**config.mk**
```make
export PLATFORM = sky130hd
export DESIGN_NAME = excl_monitor
export DESIGN_NICKNAME = d
export VERILOG_FILES = /design/src/rtl/excl_monitor_pkg.sv /design/src/rtl/excl_monitor_ctrl.sv /design/src/rtl/excl_monitor_dp.sv /design/src/rtl/excl_monitor.sv
export SDC_FILE = /design/constraint.sdc
export NUM_CORES = 1
export LEC_CHECK = 0
export ABC_AREA = 1
export BUFFER_PORTS_ARGS = -buffer_cell sky130_fd_sc_hd__buf_2
export CORE_ASPECT_RATIO = 1.75
export CORE_MARGIN = 2
export CORE_UTILIZATION = 52
export CTS_BUF_LIST = sky130_fd_sc_hd__clkbuf_4 sky130_fd_sc_hd__clkbuf_8
export DETAILED_ROUTE_END_ITERATION = 16
export PLACE_DENSITY_LB_ADDON = 0.12
export SLEW_MARGIN = 20
export SYNTH_ARGS = -nofsm -noshare
export SYNTH_HDL_FRONTEND = slang
export SYNTH_HIERARCHICAL = 1
export SYNTH_SLANG_ARGS = --single-unit
```
**constraint.sdc**
```tcl
create_clock -name clk -period 5.75 [get_ports clk]
set_input_delay 0.575 -clock clk [delete_from_list [all_inputs] [get_ports clk]]
set_output_delay 0.575 -clock clk [all_outputs]
set_load 0.05 [all_outputs]
```
**src/rtl/excl_monitor_pkg.sv**
```systemverilog
package excl_monitor_pkg;

  typedef enum logic [1:0] {
    OP_READ  = 2'd0,
    OP_LDEX  = 2'd1,
    OP_STORE = 2'd2,
    OP_STEX  = 2'd3
  } monOp_e;

  // Strobes from the control to the datapath for the accepted request
  typedef struct packed {
    logic valid;
    logic ldEx;
    logic store;
    logic stEx;
  } monStb_t;

endpackage

```
**src/rtl/excl_monitor_ctrl.sv**
```systemverilog
module excl_monitor_ctrl
  import excl_monitor_pkg::*;
#(
  parameter int NUM_PORTS = 4
) (
  input  logic                   clk,
  input  logic                   rstN,
  input  logic [NUM_PORTS-1:0]   reqValid,
  input  logic [2*NUM_PORTS-1:0] reqOp,
  output logic [NUM_PORTS-1:0]   grant,
  output monStb_t                stb
);

  logic [1:0] opSel;
  monOp_e     opKind;

  // Fixed priority: isolate the lowest set request bit
  assign grant = reqValid & (~reqValid + 1'b1);

  always_comb begin
    opSel = '0;
    for (int i = 0; i < NUM_PORTS; i++) begin
      if (grant[i]) opSel = opSel | reqOp[2*i +: 2];
    end
  end

  assign opKind    = monOp_e'(opSel);
  assign stb.valid = |reqValid;
  assign stb.ldEx  = stb.valid && (opKind == OP_LDEX);
  assign stb.store = stb.valid && (opKind == OP_STORE);
  assign stb.stEx  = stb.valid && (opKind == OP_STEX);

  a_r9_onehot_grant: assert property (@(posedge clk) disable iff (!rstN)
    $onehot0(grant));

  a_r9_grant_when_requested: assert property (@(posedge clk) disable iff (!rstN)
    (reqValid != '0) |-> (grant != '0));

  for (genvar i = 1; i < NUM_PORTS; i++) begin : g_prio
    a_r9_lowest_first: assert property (@(posedge clk) disable iff (!rstN)
      grant[i] |-> (reqValid[i-1:0] == '0));
  end

endmodule

```
**src/rtl/excl_monitor_dp.sv**
```systemverilog
module excl_monitor_dp
  import excl_monitor_pkg::*;
#(
  parameter int NUM_PORTS   = 4,
  parameter int ADDR_W      = 32,
  parameter int GRANULE_LSB = 3
) (
  input  logic                        clk,
  input  logic                        rstN,
  input  monStb_t                     stb,
  input  logic [NUM_PORTS-1:0]        grant,
  input  logic [ADDR_W*NUM_PORTS-1:0] reqAddr,
  input  logic [NUM_PORTS-1:0]        detach,
  output logic [NUM_PORTS-1:0]        respValid,
  output logic [NUM_PORTS-1:0]        respPass
);

  localparam logic [ADDR_W-1:0] TAG_MASK = ~((ADDR_W'(1) << GRANULE_LSB) - 1'b1);

  logic [NUM_PORTS-1:0] exclQ;
  logic [ADDR_W-1:0]    tagQ [NUM_PORTS];
  logic [NUM_PORTS-1:0] tagHit;
  logic [ADDR_W-1:0]    selAddr;
  logic [ADDR_W-1:0]    maskedAddr;
  logic                 passNow;

  always_comb begin
    selAddr = '0;
    for (int i = 0; i < NUM_PORTS; i++) begin
      if (grant[i]) selAddr = selAddr | reqAddr[ADDR_W*i +: ADDR_W];
    end
  end

  assign maskedAddr = selAddr & TAG_MASK;

  always_comb begin
    for (int i = 0; i < NUM_PORTS; i++) tagHit[i] = (tagQ[i] == maskedAddr);
  end

  assign passNow = stb.stEx && ((grant & exclQ & tagHit & ~detach) != '0);

  for (genvar i = 0; i < NUM_PORTS; i++) begin : g_entry
    always_ff @(posedge clk) begin
      if (!rstN) begin
        exclQ[i] <= 1'b0;
        tagQ[i]  <= '0;
      end else if (detach[i]) begin
        exclQ[i] <= 1'b0;
        tagQ[i]  <= '0;
      end else if (stb.ldEx && grant[i]) begin
        exclQ[i] <= 1'b1;
        tagQ[i]  <= maskedAddr;
      end else if ((stb.store || passNow) && exclQ[i] && tagHit[i]) begin
        exclQ[i] <= 1'b0;
        tagQ[i]  <= '0;
      end
    end

    a_r8_detach_opens: assert property (@(posedge clk) disable iff (!rstN)
      detach[i] |=> !exclQ[i]);

    a_r4_pass_releases: assert property (@(posedge clk) disable iff (!rstN)
      respPass[i] |-> (!exclQ[i] && respValid[i]));

    a_r4_pass_had_reservation: assert property (@(posedge clk) disable iff (!rstN)
      respPass[i] |-> ($past(exclQ[i]) && ($past(tagQ[i]) == $past(maskedAddr))));

    a_r10_resp_next_cycle: assert property (@(posedge clk) disable iff (!rstN)
      (stb.valid && grant[i]) |=> respValid[i]);
  end

  a_r7_fail_keeps_entries: assert property (@(posedge clk) disable iff (!rstN)
    (stb.stEx && !passNow && (detach == '0)) |=> (exclQ == $past(exclQ)));

  always_ff @(posedge clk) begin
    if (!rstN) begin
      respValid <= '0;
      respPass  <= '0;
    end else begin
      respValid <= stb.valid ? grant : '0;
      respPass  <= passNow ? grant : '0;
    end
  end

endmodule

```
**src/rtl/excl_monitor.sv**
```systemverilog
module excl_monitor
  import excl_monitor_pkg::*;
#(
  parameter int NUM_PORTS   = 4,
  parameter int ADDR_W      = 32,
  parameter int GRANULE_LSB = 3
) (
  input  logic                        clk,
  input  logic                        rstN,
  input  logic [NUM_PORTS-1:0]        reqValid,
  input  logic [2*NUM_PORTS-1:0]      reqOp,
  input  logic [ADDR_W*NUM_PORTS-1:0] reqAddr,
  input  logic [NUM_PORTS-1:0]        detach,
  output logic [NUM_PORTS-1:0]        reqGrant,
  output logic [NUM_PORTS-1:0]        respValid,
  output logic [NUM_PORTS-1:0]        respPass
);

  monStb_t stb;

  excl_monitor_ctrl #(.NUM_PORTS(NUM_PORTS)) u_ctrl (
    .clk      (clk),
    .rstN     (rstN),
    .reqValid (reqValid),
    .reqOp    (reqOp),
    .grant    (reqGrant),
    .stb      (stb)
  );

  excl_monitor_dp #(
    .NUM_PORTS   (NUM_PORTS),
    .ADDR_W      (ADDR_W),
    .GRANULE_LSB (GRANULE_LSB)
  ) u_dp (
    .clk       (clk),
    .rstN      (rstN),
    .stb       (stb),
    .grant     (reqGrant),
    .reqAddr   (reqAddr),
    .detach    (detach),
    .respValid (respValid),
    .respPass  (respPass)
  );

endmodule

```
Yosys cells after proc, flatten, opt, wreduce, memory -nomap -nowiden
Memories as Yosys holds them, arrays and structs flattened.
Index checks and enable logic that the tools add are counted.
{"block": "op_classes", "bitwise_logic": 25, "addsub": 1, "n_eq_ne": 7, "n_mux": 77, "n_reduce_logical": 29}
{"cell": "$mux W29", "count": 12}
{"cell": "$eq A32 B32 Y1", "count": 4}
{"cell": "$mux W32", "count": 4}
{"cell": "$or A32 B32 Y32", "count": 3}
{"cell": "$mux W1", "count": 57}
{"cell": "$and A4 B4 Y4", "count": 4}
{"cell": "$logic_and A1 B1 Y1", "count": 16}
{"cell": "$or A1 B1 Y1", "count": 12}
{"cell": "$mux W2", "count": 4}
{"cell": "$not A4 Y4", "count": 2}
{"cell": "$reduce_bool A2 Y1", "count": 4}
{"cell": "$reduce_or A2 Y1", "count": 4}
{"cell": "$or A2 B2 Y2", "count": 3}
{"cell": "$add A4 B1 Y4 const B", "count": 1}
{"cell": "$eq A2 B2 Y1 const B", "count": 2}
{"cell": "$reduce_and A2 Y1", "count": 2}
{"cell": "$reduce_bool A4 Y1", "count": 1}
{"cell": "$reduce_or A4 Y1", "count": 1}
{"cell": "$eq A2 B1 Y1 const B", "count": 1}
{"cell": "$logic_or A1 B1 Y1", "count": 1}
{"cell": "$not A1 Y1", "count": 1}
{"block": "word_totals", "inputBits": 146, "out_inout_bits": 12, "ramBits": 116, "word_cells": 146, "regBits": 12, "mem_count": 1}
{"memory": "u_dp.tagQ", "words": 4, "word_bits": 29, "read_ports": 4, "rd_ports_with_merged_regs": 0, "write_ports": 4, "line": "excl_monitor_dp.sv:21", "source": "logic [ADDR_W-1:0] tagQ [NUM_PORTS];"}

Longest topological paths before layout
Gate-level depths: netlist (run 1).
{"block": "logic_depth", "depth_word": 24, "mapped_depth": 21, "mapped_depth_nobuf": 20}

By module
The synthesis (run 1) kept the hierarchy.
{"module": "excl_monitor_dp", "cells_each": 901, "instances": 1, "area_per_inst_um2": 7673.6}
{"module": "excl_monitor_ctrl", "cells_each": 35, "instances": 1, "area_per_inst_um2": 170.2}

Worst setup path after synthesis (run 1)
Ideal clock, no wire load.
{"block": "synth_path", "path_kind": "input port to flip-flop", "start": "in reqValid[1]", "end": "mem u_dp/tagQ[0][0] (netlist name) (enable)", "path_stages": 16, "n_path_buf": 1, "path_slack_ps": 1189, "setup_ps": 534, "t_arrival_ps": 4027, "required_time_ps": 5216, "path_cell_list": "nor3_1 buf_6 nand2_1 nand2_1 nor2_8 xor2_1 nand2_1 nor2_1 nand2_1 nor2_2 nand3_1 nand2_2 o21ai_2 nand2_1 nand2_1 nand3_1"}
{"item": "from (decl)", "line": "excl_monitor.sv:10", "source": "input logic [NUM_PORTS-1:0] reqValid,"}
{"item": "to (decl)", "line": "excl_monitor_dp.sv:21"}

==> results.toml, run 1 <==
[pwr]
p_int_mw = 1.60
ir_drop_v = 0.000163
leakage_nw = 4.21
switchingPower_mw = 0.601
p_clk_share_pct = 32.0
seqPwrFrac_pct = 49.4
power_frac_comb_pct = 18.6
p_per_area_nw_per_um2 = 242
sw_frac_of_total_pct = 27.3

[critical_path]
slowest_delay_ns = 0.72
cp_slowest_cell = "inv_1"
required_ns = 5.87
startpoint_type = "input port"
crit_type = "input port to flip-flop"
path_cells = "buf_2, nor2_4, nand3_1, inv_1, buf_4, nand2_1, nand2_1, nor2_8, xor2_1, nand2_1, nor2_1, nand2_1, nor2_2, nand3_1, nand2_2, o21ai_2, nand2_1, nand2_1, nand3_1, buf_12"
path_max_fanout = 39
crit_path_end_kind = "flip-flop"
critPathArrivalTime_ns = 4.37
cp_common_cell = "nand2_1"

[clock_network]
cts_buffers = 17
post_cts_buffers = 0
cts_max_level = 4
cts_tree = "done"
cts.reportedPaths.clkPinSlew_ns = 0.06
cts.path.max_buffers = 2
clk_latency_ns = 0.43
ctsResizeCount = 0
ctsHoldBuffers = 0
cts_root_buf = "clkbuf_8"
cts.sinks = 128

[die]
initial_utilization_pct = 52.9
floorplan.die_area_um2 = 16100
fp.dieH_um = 166
rows = 59
core_um2 = 14800
ios = 158
chipWidth_um = 96.8

[sta]
maxSlewHeadroom_pct = 33.7
hold_viol = 0
setup_viol = 0
report.final.slew_viol_count = 0
layout_setup_ws_ns = 1.50
fmax_mhz = 235
period_needed_ns = 4.25
tightestPinTransition_ns = 0.993
setup_tns_ns = 0
rsz0062_at_grt = "false"
fin_skew_ns = 0.0106
timing.hold.ws_ns = 0.461
timing.final.crit_share_pct = 73.9

[routing]
num_vias = 6285
drc = 0
drtIter0Drc = 283
wl_per_cell_um = 14.2
drt_first_pass_iters = 5
wl_um = 18200
viasPerCell = 4.91
ant_nets = 0

[synth]
avgSynthCellArea_um2 = 8.38
synth_cell_types = 26
ys_warn_count = 6
async_reset_ff_share_pct = 0
synth_edf_count = 116
ys_ff_latch = 128
ys.flop_type = "edfxtp_1"
yosysSeqAreaShare_pct = 47.5
synthCells = 936
synthMostInstantiatedCell = "nand2_1"
synth_largest_area_cell = "edfxtp_1"
synth.top_cell.area_share_pct = 44.4
syn_area_um2 = 7840
syn_nets = 1082
synthTopCellsByCount = "nand2_1, nor2_1, edfxtp_1"
yosys-top-cells-area = "edfxtp_1, nand2_1, nor2_1, xor2_1, nor2_8"

[placement]
gp_congestion = 0.834
post-dp-hpwl_um = 13200
placedCellCount = 1250
numPortBuffers = 145
pre_cts_ws_ns = 1.04

[global_routing]
grt_max_degree = 40
overflow = 0
grt_pass1_vias = 6105
grt_pass1_wl_um = 29100
antenna_found_initial = 0
grt_usage_pct = 23.0

[layout]
multi_input_area_um2 = 3700
final-seq-area_um2 = 3720
drive_above_1_share_pct = 26.1
n_antenna_cell = 0
nNetsFinal = 1232
layout.cells.non_filler = 1280
fill_cells = 1375
area_growth_pct = 15.9

[outcome]
status = "finished clean"

[flow_run]
maxCapViolCount = 0

[worst_hold_path]
worst_hold_path_type = "input port to flip-flop"
## per-stage QoR
stage | instance area, um^2 | utilization, % | total power, mW
2_1_floorplan | 7840 | - | 1.40
3_3_place_gp | 8740 | 58.9 | 1.51
3_5_place_dp | 8740 | 58.9 | 1.52
4_1_cts | 9090 | 61.3 | 2.22
5_1_grt | 9090 | 61.3 | 2.31
6_report | 9090 | 61.3 | 2.20
## critical path: cells and delay by family
kind | cells | cell delay, ns
and+or+nand+nor | 14 | 1.83
buffers and inverters | 4 | 1.69
xor gates and xnor gates | 1 | 0.16
AOI/OAI and AO/OA | 1 | 0.06
## flip-flops by register name (all words and copies together), names as in the netlist
register	flops
u_dp/respValid	4
u_dp/exclQ	4
u_dp/respPass	4
u_dp/tagQ	116
## path summary, 6_finish.rpt
path / startpoint / end / slack [ns] / depth (start not counted)
hold reg to reg: u_dp/exclQ[1] / u_dp/exclQ[1] / 0.47 / 2
hold / removal: detach[3] / u_dp/exclQ[3] / 0.46 / 4
setup reg to reg: u_dp/tagQ[1][11] / u_dp/tagQ[3][20] / 3.20 / 14
setup / recovery: reqValid[0] / u_dp/tagQ[3][20] / 1.50 / 20
## placed cells by master (no fill, tap or decap)
cell type / netlist / layout
buf_12: 0 / 2
buf_2: 0 / 145
buf_4: 1 / 10
bufinv_16: 0 / 2
clkbuf_4: 0 / 2
clkbuf_8: 0 / 17
clkinv_1: 0 / 5
clkinv_2: 2 / 6
dfxtp_1: 12 / 12
edfxtp_1: 116 / 116
inv_1: 60 / 60
inv_2: 4 / 4
nand2_1: 302 / 302
nand2_2: 50 / 50
nand3_1: 30 / 28
nand3_2: 3 / 5
nand4_1: 4 / 4
nand4_2: 1 / 1
nor2_1: 181 / 180
nor2_2: 10 / 10
nor2_4: 11 / 12
nor2_8: 17 / 17
nor3_1: 9 / 8
nor3_2: 0 / 1
o21ai_0: 19 / 19
o21ai_1: 4 / 4
o21ai_2: 1 / 1
o21bai_1: 7 / 7
or2_4: 1 / 1
xnor2_1: 19 / 19
xor2_1: 47 / 47
## metal layers
| layer | vias up | global-route usage (%) | routed length (um) |
|---|---|---|---|
| met1 | 2883 | 24.9 | 6960 |
| met3 | 30 | 3.23 | 590 |
| met5 | - | 0 | 0 |
| met2 | 129 | 44.5 | 10200 |
| li1 | 3243 | - | - |
| met4 | 0 | 8.63 | 447 |
## layout make-up
cell class | count | share of cell area (%)
sequential | 128 | 41.0
multi-input combinational | 716 | 40.7
timing repair buffer | 157 | 9.25
inverter | 66 | 2.75
clock buffer | 19 | 2.74
tap | 183 | 2.52
clock inverter | 11 | 1.09
## cells by family after synthesis
kind of cell / count (synthesis) / share of synthesized area [%]
and+or+nand+nor: 619 / 37.3
DFF: 128 / 47.5
buffers and inverters: 92 / 5.63
xor gates and xnor gates: 66 / 7.37
AOI/OAI and AO/OA: 31 / 2.25
## power groups by stage
stage          Sequential [mW]  Combinational [mW]  Clock [mW]
5_1_grt                   1.09               0.460       0.756
2_1_floorplan             1.11               0.291           0
4_1_cts                   1.09               0.415       0.719
3_3_place_gp              1.10               0.409           0
6_report                  1.09               0.410       0.705
3_5_place_dp              1.11               0.413           0
Power figures use the tool's default switching activity.
==> inputs of run 2 (changes only) <==
ABC_AREA = 0   (was 1)
clock period = 3.7 ns   (was 5.75 ns; I/O delays follow)
==> results.toml, run 2 <==
[placement]
numPortBuffers = 145
post-dp-hpwl_um = 18100
gp_congestion = 0.906
placedCellCount = 1095

[sta]
setup_tns_ns = 0
setup_viol = 0
fmax_mhz = 292
tightestPinTransition_ns = 0.645
fin_skew_ns = 0.0173
timing.final.crit_share_pct = 92.7
hold_viol = 0
period_needed_ns = 3.43
maxSlewHeadroom_pct = 56.9
report.final.slew_viol_count = 0
rsz0062_at_grt = "false"

[routing]
drc = 0
drt_first_pass_iters = 5
wl_per_cell_um = 21.9
num_vias = 7009
ant_nets = 0
viasPerCell = 6.22
wl_um = 24700
drtIter0Drc = 447

[clock_network]
cts_root_buf = "clkbuf_8"
post_cts_buffers = 0
clk_latency_ns = 0.46
cts_max_level = 4
ctsResizeCount = 0
cts.path.max_buffers = 2
cts_tree = "done"
cts.reportedPaths.clkPinSlew_ns = 0.07
cts_buffers = 17
cts.sinks = 128
ctsHoldBuffers = 0

[pwr]
ir_drop_v = 0.000277
total_power_mw = 3.88
p_per_area_nw_per_um2 = 401
leakage_nw = 4.14

[synth]
synthTopCellsByCount = "nor2_1, edfxtp_1, nand3_1"
yosys-top-cells-area = "edfxtp_1, nor2_1, nand3_1, a22oi_4, a22oi_2"
synth_cell_types = 62
synth_compound_area_share_pct = 20.0
synth_edf_count = 116
synth_top_family_by_area = "simple AND/OR/NAND/NOR gates"
synth.top_cell.area_share_pct = 43.8
synth_mux_area_share_pct = 0
ys_warn_count = 6
yosys.area_share.adder_pct = 0
synthCells = 755
synth_largest_area_cell = "edfxtp_1"
ys.flop_type = "edfxtp_1"
syn_area_um2 = 7960
async_reset_ff_share_pct = 0
yosysSeqAreaShare_pct = 46.8
avgSynthCellArea_um2 = 10.5
synth-simple-area-share_pct = 25.6
ys_ff_latch = 128
synthMostInstantiatedCell = "nor2_1"
syn_nets = 901
synth_xor_area_share_pct = 2.97

[layout]
final_common_cell = "buf_2"
nNetsFinal = 1077
final_util_pct = 64.9
drive_above_1_share_pct = 32.2
final_cell_mix = "buf_2, nor2_1, edfxtp_1, nand3_1, a21oi_1"
n_antenna_cell = 0
layout.cells.non_filler = 1127
area_growth_pct = 21.7
top_register = "u_dp/tagQ"
largest_reg_flops = 116

[worst_hold_path]
worst_hold_path_type = "input port to flip-flop"

[die]
chipWidth_um = 97.5
ios = 158
rows = 59
initial_utilization_pct = 53.3
fp.dieH_um = 168
floorplan.die_area_um2 = 16300
core_um2 = 14900

[global_routing]
overflow = 0
grt_usage_pct = 30.4
antenna_found_initial = 0
grt_max_degree = 31
grt_pass1_vias = 7079
grt_pass1_wl_um = 37900

[critical_path]
crit_type = "input port to flip-flop"
crit_path_end_kind = "flip-flop"
r2r_start = "u_dp/tagQ[0][18]"
timing.rr.end = "u_dp/tagQ[3][3]"
critPathArrivalTime_ns = 3.58
required_ns = 3.85
endpoint = "u_dp/tagQ[3][3]"
worst-r2r-setup-slack_ns = 0.95
critPathLaunch = "reqValid[0]"
r2r_cells = 8
startpoint_type = "input port"
path_max_fanout = 21

[outcome]
status = "finished clean"

[flow_run]
maxCapViolCount = 0
-- run 2: metal layers --
| layer | vias to the layer above | GRT usage, % | part of all wire (%) |
|---|---|---|---|
| li1 | 3238 | - | - |
| met1 | 3366 | 32.9 | 36 |
| met2 | 322 | 56.3 | 53 |
| met3 | 83 | 4.42 | 6.3 |
| met4 | 0 | 16.6 | 5.1 |
| met5 | - | 0 | 0 |
-- run 2: cell type report --
| class | count | area [um^2] |
|---|---|---|
| Multi-Input combinational cell | 573 | 3920 |
| Tap cell | 183 | 229 |
| Clock inverter | 13 | 211 |
| Inverter | 4 | 15.0 |
| Timing Repair Buffer | 207 | 1330 |
| Sequential cell | 128 | 3720 |
| Fill cell | 1256 | 5230 |
| Clock buffer | 19 | 249 |
-- run 2: cells by family after synthesis --
family,Yosys count
flops,128
compound gates,181
xor+xnor,27
simple gates,365
buf+inv,54
-- run 2: through the flow --
step,area [um^2],setup slack (ns),hold slack (ns)
2_1_floorplan,8020,-0.382,0.450
3_3_place_gp,9220,-0.00370,0.471
3_5_place_dp,9220,-0.0887,0.472
4_1_cts,9680,0.350,0.244
5_1_grt,9680,0.0939,0.282
6_report,9680,0.270,0.257
-- run 2: worst min path at each step --
stage	startpoint	endpoint	slack, ns	cells after the start
3_5_place_dp	u_dp/exclQ[2]	u_dp/exclQ[2]	0.47	2
5_1_grt	detach[2]	u_dp/exclQ[2]	0.28	3
2_1_floorplan	u_dp/exclQ[2]	u_dp/exclQ[2]	0.45	2
6_report	detach[2]	u_dp/exclQ[2]	0.26	3
4_1_cts	detach[2]	u_dp/exclQ[2]	0.24	3
3_3_place_gp	u_dp/exclQ[2]	u_dp/exclQ[2]	0.47	2
-- run 2: critical path, stage by stage --
cell	delay, ns
buf_2	0.18
nor4b_4	0.38
buf_12	0.26
a22oi_1	0.22
and3_1	0.27
nor4_1	0.47
buf_4	0.19
and4_1	0.22
nand4_1	0.21
nor4b_2	0.26
o31ai_4	0.31
buf_12	0.23
-- run 2: power breakdown --
| part | leakage, nW | switching, mW | internal [mW] | total, mW |
|---|---|---|---|---|
| Combinational | 2.55 | 0.450 | 0.323 | 0.773 |
| Clock | 0.221 | 0.596 | 0.819 | 1.41 |
| Sequential | 1.37 | 0.0406 | 1.65 | 1.70 |
| Total | 4.14 | 1.09 | 2.80 | 3.88 |
